`src/rtl/p2d_pkg.sv`:
```
package p2d_pkg;

  // Decoder phase: gathering a block, or returning its data words
  typedef enum logic {
    DEC_GATHER = 1'b0,
    DEC_RETURN = 1'b1
  } dec_phase_t;

  // Verdict on one received block
  typedef struct packed {
    logic fixed;
    logic broken;
  } blk_verdict_t;

endpackage

```
`src/rtl/p2d_encoder.sv`:
```
module p2d_encoder #(
  parameter int DATA_W = 7,
  parameter int ROWS   = 6
) (
  input  logic              clk,
  input  logic              rst,
  input  logic              in_valid,
  output logic              in_ready,
  input  logic [DATA_W-1:0] in_data,
  output logic              out_valid,
  input  logic              out_ready,
  output logic [DATA_W:0]   out_data
);
  localparam int CW    = DATA_W + 1;
  localparam int CNT_W = $clog2(ROWS + 1);

  // Even-fill bit: 1 when the word holds an odd count of ones
  function automatic logic fill_bit(input logic [DATA_W-1:0] d);
    return ^d;
  endfunction

  logic [CNT_W-1:0] word_idx;
  logic [CW-1:0]    col_acc;
  logic [CW-1:0]    coded_word;
  logic             par_phase;
  logic             word_fire;

  assign par_phase  = (word_idx == CNT_W'(ROWS));
  assign coded_word = {in_data, fill_bit(in_data)};
  assign out_valid  = par_phase ? 1'b1 : in_valid;
  assign out_data   = par_phase ? col_acc : coded_word;
  assign in_ready   = par_phase ? 1'b0 : out_ready;
  assign word_fire  = out_valid && out_ready;

  always_ff @(posedge clk) begin
    if (rst) begin
      word_idx <= '0;
      col_acc  <= '0;
    end else if (word_fire) begin
      if (par_phase) begin
        word_idx <= '0;
        col_acc  <= '0;
      end else begin
        word_idx <= word_idx + 1'b1;
        col_acc  <= col_acc ^ coded_word;
      end
    end
  end


  parity_word_even_chk: assert property (@(posedge clk) disable iff (rst)
    (par_phase && out_valid) |-> (^out_data == 1'b0));


  parity_word_hold_chk: assert property (@(posedge clk) disable iff (rst)
    (par_phase && !out_ready) |=> (par_phase && $stable(out_data)));

endmodule

```
`src/rtl/p2d_locator.sv`:
```
module p2d_locator #(
  parameter int DATA_W = 7,
  parameter int ROWS   = 6
) (
  input  logic [ROWS:0]     row_syn,
  input  logic [DATA_W:0]   col_syn,
  output logic              fixed,
  output logic              broken,
  output logic [ROWS-1:0]   row_hit,
  output logic [DATA_W-1:0] data_mask
);
  // Exactly one bit set, row-syndrome width
  function automatic logic single_row(input logic [ROWS:0] v);
    return (v != '0) && ((v & (v - 1'b1)) == '0);
  endfunction

  // Exactly one bit set, column-syndrome width
  function automatic logic single_col(input logic [DATA_W:0] v);
    return (v != '0) && ((v & (v - 1'b1)) == '0);
  endfunction

  logic clean;
  logic one_cross;

  assign clean     = (row_syn == '0) && (col_syn == '0);
  assign one_cross = single_row(row_syn) && single_col(col_syn);
  assign fixed     = one_cross;
  assign broken    = !clean && !one_cross;
  // A crossing in the seventh word or in bit 0 leaves the mask or hit empty
  assign row_hit   = one_cross ? row_syn[ROWS-1:0] : '0;
  assign data_mask = one_cross ? col_syn[DATA_W:1] : '0;

endmodule

```
`src/rtl/p2d_decoder.sv`:
```
module p2d_decoder
  import p2d_pkg::*;
#(
  parameter int DATA_W = 7,
  parameter int ROWS   = 6
) (
  input  logic              clk,
  input  logic              rst,
  input  logic              in_valid,
  output logic              in_ready,
  input  logic [DATA_W:0]   in_data,
  output logic              out_valid,
  input  logic              out_ready,
  output logic [DATA_W-1:0] out_data,
  output logic              out_fixed,
  output logic              out_broken
);
  localparam int CW     = DATA_W + 1;
  localparam int BLK    = ROWS + 1;
  localparam int LD_W   = $clog2(BLK);
  localparam int EM_W   = (ROWS > 1) ? $clog2(ROWS) : 1;

  function automatic logic word_odd(input logic [CW-1:0] w);
    return ^w;
  endfunction

  dec_phase_t     phase;
  logic [LD_W-1:0] ld_idx;
  logic [EM_W-1:0] em_idx;
  logic [CW-1:0]   blk_mem [BLK];
  logic [ROWS:0]   row_syn;
  logic [CW-1:0]   col_syn;
  logic            in_fire;
  logic            out_fire;
  logic            last_in;
  logic            last_out;
  blk_verdict_t    verdict;
  logic [ROWS-1:0] row_hit;
  logic [DATA_W-1:0] data_mask;
  logic [CW-1:0]   cur_word;
  logic [DATA_W-1:0] raw_data;
  logic            fix_here;

  p2d_locator #(.DATA_W(DATA_W), .ROWS(ROWS)) u_loc (
    .row_syn   (row_syn),
    .col_syn   (col_syn),
    .fixed     (verdict.fixed),
    .broken    (verdict.broken),
    .row_hit   (row_hit),
    .data_mask (data_mask)
  );

  assign in_ready   = (phase == DEC_GATHER);
  assign out_valid  = (phase == DEC_RETURN);
  assign in_fire    = in_valid && in_ready;
  assign out_fire   = out_valid && out_ready;
  assign last_in    = (ld_idx == LD_W'(BLK - 1));
  assign last_out   = (em_idx == EM_W'(ROWS - 1));
  assign cur_word   = blk_mem[em_idx];
  assign raw_data   = cur_word[CW-1:1];
  assign fix_here   = row_hit[em_idx];
  assign out_data   = raw_data ^ (fix_here ? data_mask : '0);
  assign out_fixed  = verdict.fixed;
  assign out_broken = verdict.broken;

  always_ff @(posedge clk) begin
    if (rst) begin
      phase   <= DEC_GATHER;
      ld_idx  <= '0;
      em_idx  <= '0;
      row_syn <= '0;
      col_syn <= '0;
    end else if (phase == DEC_GATHER) begin
      if (in_fire) begin
        blk_mem[ld_idx] <= in_data;
        row_syn[ld_idx] <= word_odd(in_data);
        col_syn         <= col_syn ^ in_data;
        if (last_in) begin
          ld_idx <= '0;
          phase  <= DEC_RETURN;
        end else begin
          ld_idx <= ld_idx + 1'b1;
        end
      end
    end else if (out_fire) begin
      if (last_out) begin
        em_idx  <= '0;
        row_syn <= '0;
        col_syn <= '0;
        phase   <= DEC_GATHER;
      end else begin
        em_idx <= em_idx + 1'b1;
      end
    end
  end


  return_after_full_chk: assert property (@(posedge clk) disable iff (rst)
    $rose(out_valid) |-> $past(in_fire && last_in));


  flags_exclusive_chk: assert property (@(posedge clk) disable iff (rst)
    out_valid |-> !(out_fixed && out_broken));


  flags_steady_chk: assert property (@(posedge clk) disable iff (rst)
    (out_valid && $past(out_valid)) |-> $stable({out_fixed, out_broken}));


  passthrough_chk: assert property (@(posedge clk) disable iff (rst)
    (out_valid && !out_fixed) |-> (out_data == raw_data));

endmodule

```
`src/rtl/p2d_codec.sv`:
```
module p2d_codec #(
  parameter int DATA_W = 7,
  parameter int ROWS   = 6
) (
  input  logic              clk,
  input  logic              rst,
  input  logic              enc_in_valid,
  output logic              enc_in_ready,
  input  logic [DATA_W-1:0] enc_in_data,
  output logic              enc_out_valid,
  input  logic              enc_out_ready,
  output logic [DATA_W:0]   enc_out_data,
  input  logic              dec_in_valid,
  output logic              dec_in_ready,
  input  logic [DATA_W:0]   dec_in_data,
  output logic              dec_out_valid,
  input  logic              dec_out_ready,
  output logic [DATA_W-1:0] dec_out_data,
  output logic              dec_out_corrected,
  output logic              dec_out_uncorrectable
);

  p2d_encoder #(.DATA_W(DATA_W), .ROWS(ROWS)) u_enc (
    .clk       (clk),
    .rst       (rst),
    .in_valid  (enc_in_valid),
    .in_ready  (enc_in_ready),
    .in_data   (enc_in_data),
    .out_valid (enc_out_valid),
    .out_ready (enc_out_ready),
    .out_data  (enc_out_data)
  );

  p2d_decoder #(.DATA_W(DATA_W), .ROWS(ROWS)) u_dec (
    .clk        (clk),
    .rst        (rst),
    .in_valid   (dec_in_valid),
    .in_ready   (dec_in_ready),
    .in_data    (dec_in_data),
    .out_valid  (dec_out_valid),
    .out_ready  (dec_out_ready),
    .out_data   (dec_out_data),
    .out_fixed  (dec_out_corrected),
    .out_broken (dec_out_uncorrectable)
  );

endmodule

```
`config.mk`:
```
export PLATFORM = sky130hd
export DESIGN_NAME = p2d_codec
export DESIGN_NICKNAME = d
export VERILOG_FILES = /design/src/rtl/p2d_pkg.sv /design/src/rtl/p2d_encoder.sv /design/src/rtl/p2d_locator.sv /design/src/rtl/p2d_decoder.sv /design/src/rtl/p2d_codec.sv
export SDC_FILE = /design/constraint.sdc
export NUM_CORES = 1
export LEC_CHECK = 0
export CAP_MARGIN = 0
export CORE_MARGIN = 10
export CORE_UTILIZATION = 50
export CTS_CLUSTER_SIZE = 10
export DETAILED_ROUTE_END_ITERATION = 7
export PLACE_DENSITY = 0.87
export SYNTH_ARGS = -nofsm -noshare
export SYNTH_HDL_FRONTEND = slang
export SYNTH_SLANG_ARGS = --single-unit
```
`constraint.sdc`:
```
create_clock -name clk -period 2 [get_ports clk]
set_input_delay 0.3 -clock clk [delete_from_list [all_inputs] [get_ports clk]]
set_output_delay 0.3 -clock clk [all_outputs]
set_load 0.005 [all_outputs]
```
# --- After elaboration in Yosys (flattened, before gate mapping) ---
# Memories as Yosys holds them, arrays and structs flattened. A register that Yosys moved wholly into a read port is not among the register bits.
# Cells that the tools add are included.
totals:
  reg_bits: 33
  out_inout_bits: 21
  elab_cells: 84
  memories: 1
  mem_bits_rw: 56
classes:
  n_eq_ne: 5
  n_lt_le_gt_ge: 3
  n_addsub: 5
  bitwise_logic: 6
  reduce_logical: 23
  n_mux: 34
memory_table:
  columns: ["name", "depth", "width", "read_ports", "rd_clocked_by_memory_dff", "write_ports", "line_no", "rtl"]
  rows:
  - ["u_dec.blk_mem", 7, 8, 1, 1, 1, "p2d_decoder.sv:30", "logic [CW-1:0] blk_mem [BLK];"]
op_table:
  columns: ["operator", "count"]
  rows:
  - ["$mux 8", 6]
  - ["$mux 7", 6]
  - ["$logic_not 8->1", 2]
  - ["$xor 8x8->8", 2]
  - ["$mux 3", 5]
  - ["$logic_not 7->1", 2]
  - ["$mux 1", 13]
  - ["$add 3x1->3 const B", 3]
  - ["$eq 3x3->1 const B", 3]
  - ["$logic_and 1x1->1", 9]
  - ["$and 8x8->8", 1]
  - ["$lt 3x4->1 const B", 2]
  - ["$reduce_bool 8->1", 1]
  - ["$reduce_xor 8->1", 1]
  - ["$sub 8x1->8 const B", 1]
  - ["$and 7x7->7", 1]
  - ["$bwmux 7", 1]
  - ["$reduce_bool 7->1", 1]
  - ["$reduce_xor 7->1", 1]
  - ["$sub 7x1->7 const B", 1]
  - ["$xor 7x7->7", 1]
  - ["$mux 6", 1]
  - ["$ne 2x2->1 const B", 2]
  - ["$reduce_and 2->1", 2]
  - ["other kinds (7)", 8]

# --- Logic depth before layout (Yosys ltp) ---
logic_depth:
  depth_word: 10
  mapped_depth: 6

# --- By module ---
# Synthesis repeated with hierarchy kept, for this count alone.
unflattened:
  cells_unflattened: 364
  area_unflattened_um2: 4132.7
by_module_without_submodules:
  columns: ["module", "cells_each", "instances", "seq_area_each_um2", "area_per_inst_um2"]
  rows:
  - ["p2d_decoder", 238, 1, 1971.9, 3163.0]
  - ["p2d_encoder", 85, 1, 220.2, 684.4]
  - ["p2d_locator", 41, 1, 0.0, 285.3]

# --- Worst setup path before layout ---
# Ideal clock, no wire load.
synth_path:
  path_kind: "reg2out"
  start: "register u_dec.row_syn[0]"
  end: "output dec_out_data[0]"
  setup_slack_ps: -135
  t_arrival_ps: 1835
  stages_incl_launch_ff: 6
  required_ps: 1700
  cell_sequence: "dfxtp_1 or4_4 mux2_4 a211oi_2 nor4_1 xnor2_1"
synth_between:
  elab_chain_cells: 10
synth_rtl:
  columns: ["element", "line_no", "rtl"]
  rows:
  - ["start: declaration", "p2d_decoder.sv:31", "logic [ROWS:0] row_syn;"]
  - ["start signal: indexed assignment", "p2d_decoder.sv:76", "row_syn[ld_idx] <= word_odd(in_data);"]
  - ["$sub 7x1->7", "p2d_locator.sv:14", "return (v != '0) && ((v & (v - 1'b1)) == '0);"]
  - ["$and 7x7->7", "p2d_locator.sv:14", null]
  - ["$logic_not 7->1", "p2d_locator.sv:14", null]
  - ["$logic_and 1x1->1", "p2d_locator.sv:14", null]
  - ["$logic_and 1x1->1", "p2d_locator.sv:26", "assign one_cross = single_row(row_syn) && single_col(col_syn);"]
  - ["$mux 6", "p2d_locator.sv:30", "assign row_hit = one_cross ? row_syn[ROWS-1:0] : '0;"]
  - ["$bmux 1 s3", "p2d_decoder.sv:61", "assign fix_here = row_hit[em_idx];"]
  - ["$mux 1 (not written as such)", "p2d_decoder.sv:61", null]
  - ["$mux 7 *", "p2d_decoder.sv:62", "assign out_data = raw_data ^ (fix_here ? data_mask : '0);"]
  - ["$xor 7x7->7 *", "p2d_decoder.sv:62", null]
  - ["end: declaration", "p2d_codec.sv:18", "output logic [DATA_W-1:0] dec_out_data,"]
# Mark *: on every way between the ends. The rest lies on a longest branch, timed or not. The select of a mux whose other input is x is not followed.

# --- Final worst setup path ---
# Ends and elaborated chain as after synthesis.

==> results_dict.tcl <==
set metrics [dict create \
    crit_chain "or4_4 > mux2_4 > a211oi_4 > buf_12 > buf_6 > buf_4 > nor4_4 > xnor2_1 > buf_2" \
    critPathKind "reg2out" \
    violations "negative setup slack" \
    cap_violations 0 \
    ant_nets 0 \
    rows 32 \
    postCtsHoldBufs 0 \
    crit_path_end_kind "output pin" \
    max-clock-path-buffers 2 \
    yosysSeqAreaShare_pct 56.0 \
    clk_pin_slew_ns 0.10 \
    drive_above_1_share_pct 29.4 \
    cp_slowest_cell "or4_4" \
    place_area_um2 4940 \
    ys_ff_latch 85 \
    syn_area_per_cell_um2 11.4 \
    required_ns 1.70 \
    drv_slew 0 \
    drt_iter0_markers 122 \
    hold_viol_final 0 \
    clock_skew_ns 0.0146 \
    fin_ws_ns -0.803 \
    drc 0 \
    grt_overflow 0 \
    power_density_nw_per_um2 740 \
    dieArea_um2 11800 \
    status "finished, violations left" \
    wl_per_cell_um 17.1 \
    grt_setup_unrepaired "true" \
    finalSetupViolCount 9 \
    rr_startpoint "u_dec.em_idx[0]" \
    grt_pass1_vias 3093 \
    cpLargestDelayFamily "simple AND/OR/NAND/NOR gates" \
    synthTopCellsByArea "edfxtp_1, dfxtp_1, nand2_1" \
    drt-total-wl_um 9740 \
    p_int_w 0.00284 \
    slowest_delay_ns 0.58 \
    yosys_warnings 0 \
    htreeDepth 3 \
    firstDrtPassIters 5 \
    pwr-share-seq_pct 48.5 \
    p_switching_w 0.00116 \
    fin_area_um2 5410 \
    crit_arrival_ns 2.50 \
    syn-instance-count 343 \
    core_um2 7690 \
    initial_core_util_pct 50.9 \
    grt_pass1_wl_um 15300 \
    cts_inserted_buffers 9 \
    antenna_cells 0 \
    cts_sinks 85 \
    comb_power_share_pct 21.8 \
    yosysTopAreaCell "edfxtp_1" \
    grt_max_degree 19 \
    path_buf_inv 4 \
    antenna_found_initial 0 \
    syn_area_um2 3920 \
    fin_crit_sh_pct 140 \
    max_freq_mhz 357 \
    relSlewSlack_pct 60.7 \
    syn2layout_area_growth_pct 38.2 \
    pwr-share-clk_pct 29.7 \
    hold_ws_ns 0.425 \
    die_h_um 109 \
    nets 482 \
    die_w_um 109 \
    ioPinCount 42 \
    synth_top_area_share_pct 37.6 \
    viasPerCell 5.36 \
    cts_root_buf "clkbuf_8" \
    cts_tree "built" \
    worst_pin_slew_ns 0.585 \
    critPathLaunchType "flip-flop" \
    power_leakage_nw 2.07 \
    clk_latency_ns 0.36 \
    track_usage_pct 16.7 \
    hold_path.startpoint "enc_in_data[3]" \
    synth_cell_types 44 \
    routabilityCongestion 0.911 \
    worstSetupStartpoint "u_dec.row_syn[0]" \
    post-dp-hpwl_um 6500 \
    critPathMaxFanout 7 \
    period_minus_slack_ns 2.80 \
    ir_drop_mv 0.373 \
    swShare_pct 29.1 \
    syn_nets 364 \
    hold_class "in2reg" \
    dr_total_vias 3042 \
    io_buffers 41 \
]
==> cell type report <==
class | instances | area [um2]
fill | 513 | 2280
inverter | 2 | 7.51
timing repair buffer | 119 | 1040
clock inverter | 7 | 71.3
multi-input combinational | 244 | 1850
sequential | 85 | 2200
clock buffer | 9 | 124
tap | 102 | 128
==> power by group through the flow <==
stage | Combinational, W | Clock [W] | Sequential (W)
global placement | 0.000608 | 0 | 0.00197
floorplan | 0.000327 | 0 | 0.00197
finish | 0.000872 | 0.00119 | 0.00194
detailed placement | 0.000628 | 0 | 0.00198
global route | 0.000935 | 0.00128 | 0.00195
CTS | 0.000812 | 0.00120 | 0.00194
==> Yosys cell counts <==
cell type,count
a21oi_1,8
or3_1,2
a2111oi_2,1
mux4_2,7
nor3b_1,3
nand2b_1,6
dfxtp_1,36
a31oi_2,1
a22oi_1,2
xor2_1,18
nand4b_1,2
o2bb2ai_1,1
o21a_1,1
nand3_1,2
a211oi_2,1
nor2_1,34
o211a_1,1
mux4_1,1
a21o_1,1
mux2i_1,22
o21bai_1,2
or4_4,2
o22ai_1,1
and2_1,1
and3b_1,1
nor3_1,10
edfxtp_1,49
o21ai_0,12
nand3b_1,4
xnor3_1,2
xnor2_1,16
nor2b_1,3
nor4b_2,1
nand2_1,60
nor4bb_1,1
nor4_1,9
nand4_1,1
or3b_2,1
inv_1,2
mux2_4,1
o22a_1,1
buf_1,1
clkbuf_1,11
buf_2,1
==> logic make-up after synthesis <==
family / count (synthesis) / synth area share (%)
DFF: 85 / 56.0
and+or+nand+nor: 143 / 17.5
xor gates and xnor gates: 36 / 8.75
buffers and inverters: 15 / 1.47
AOI/OAI and AO/OA: 33 / 5.59
muxes: 31 / 10.7
==> cell usage in the layout (no fill, tap or decap), types with 6 or more instances in the layout <==
| cell | count |
|---|---|
| a21oi_1 | 7 |
| buf_2 | 9 |
| buf_4 | 68 |
| buf_6 | 6 |
| clkbuf_8 | 9 |
| clkdlybuf4s50_1 | 19 |
| dfxtp_1 | 31 |
| dlygate4sd2_1 | 7 |
| edfxtp_1 | 49 |
| mux2i_1 | 22 |
| mux4_2 | 7 |
| nand2_1 | 60 |
| nand2b_1 | 6 |
| nor2_1 | 34 |
| nor3_1 | 8 |
| nor4_4 | 7 |
| o21ai_0 | 10 |
| xnor2_1 | 16 |
| xor2_1 | 18 |
==> registers in the layout, summed over array words and instances, names as in the netlist, named ones only <==
register / cells
u_dec.col_syn: 8
u_dec.row_syn: 7
u_dec.out_valid: 1
u_dec.em_idx: 3
u_enc.col_acc: 8
u_dec.ld_idx: 3
u_dec.blk_mem: 49
u_enc.word_idx: 3
==> worst min-delay path: stages <==
cell and delay (ns):
dlymetal6s2s_1 0.10, buf_4 0.12, nand2_1 0.06, xor2_1 0.12, nor2_1 0.04
==> repair_timing <==
item / in CTS / in global routing
pin swaps: 21 / 18
cloned: 1 / 0
buffers inserted: 15 / 2
setup endpoints to repair: 19 / 12
gates resized for setup: 82 / 8
==> worst paths after layout <==
check / endpoint / slack [ns] / cells past startpoint
setup reg to reg: u_dec.row_syn[1] / 0.28 / 7
setup / recovery: dec_out_data[0] / -0.80 / 9
hold / removal: u_enc.col_acc[4] / 0.43 / 5
hold reg to reg: u_enc.word_idx[2] / 0.51 / 2
==> through the flow <==
stage / power [W] / setup slack [ns] / setup TNS [ns] / instances / util (%)
final: 0.00400 / -0.803 / -6.29 / 568 / 70.4
after global routing: 0.00417 / -0.867 / -7.02 / 568 / 70.4
after CTS: 0.00395 / -0.809 / -6.26 / 567 / 69.9
after detailed placement: 0.00261 / -0.736 / -6.59 / 536 / 64.3
after global placement: 0.00258 / -0.677 / -5.94 / 536 / 64.3
after floorplan: 0.00230 / -0.0832 / -0.642 / 343 / -
==> routing by layer <==
metal  up-vias  GRT usage (%)  part of all wire [%]
li1       1469              -                     -
met1      1464           18.5                    39
met2        94           29.6                    52
met3        15           4.46                   7.3
met4         0           7.06                   2.0
met5         -              0                     0
Note: power is estimated with default switching activity, not from simulation.
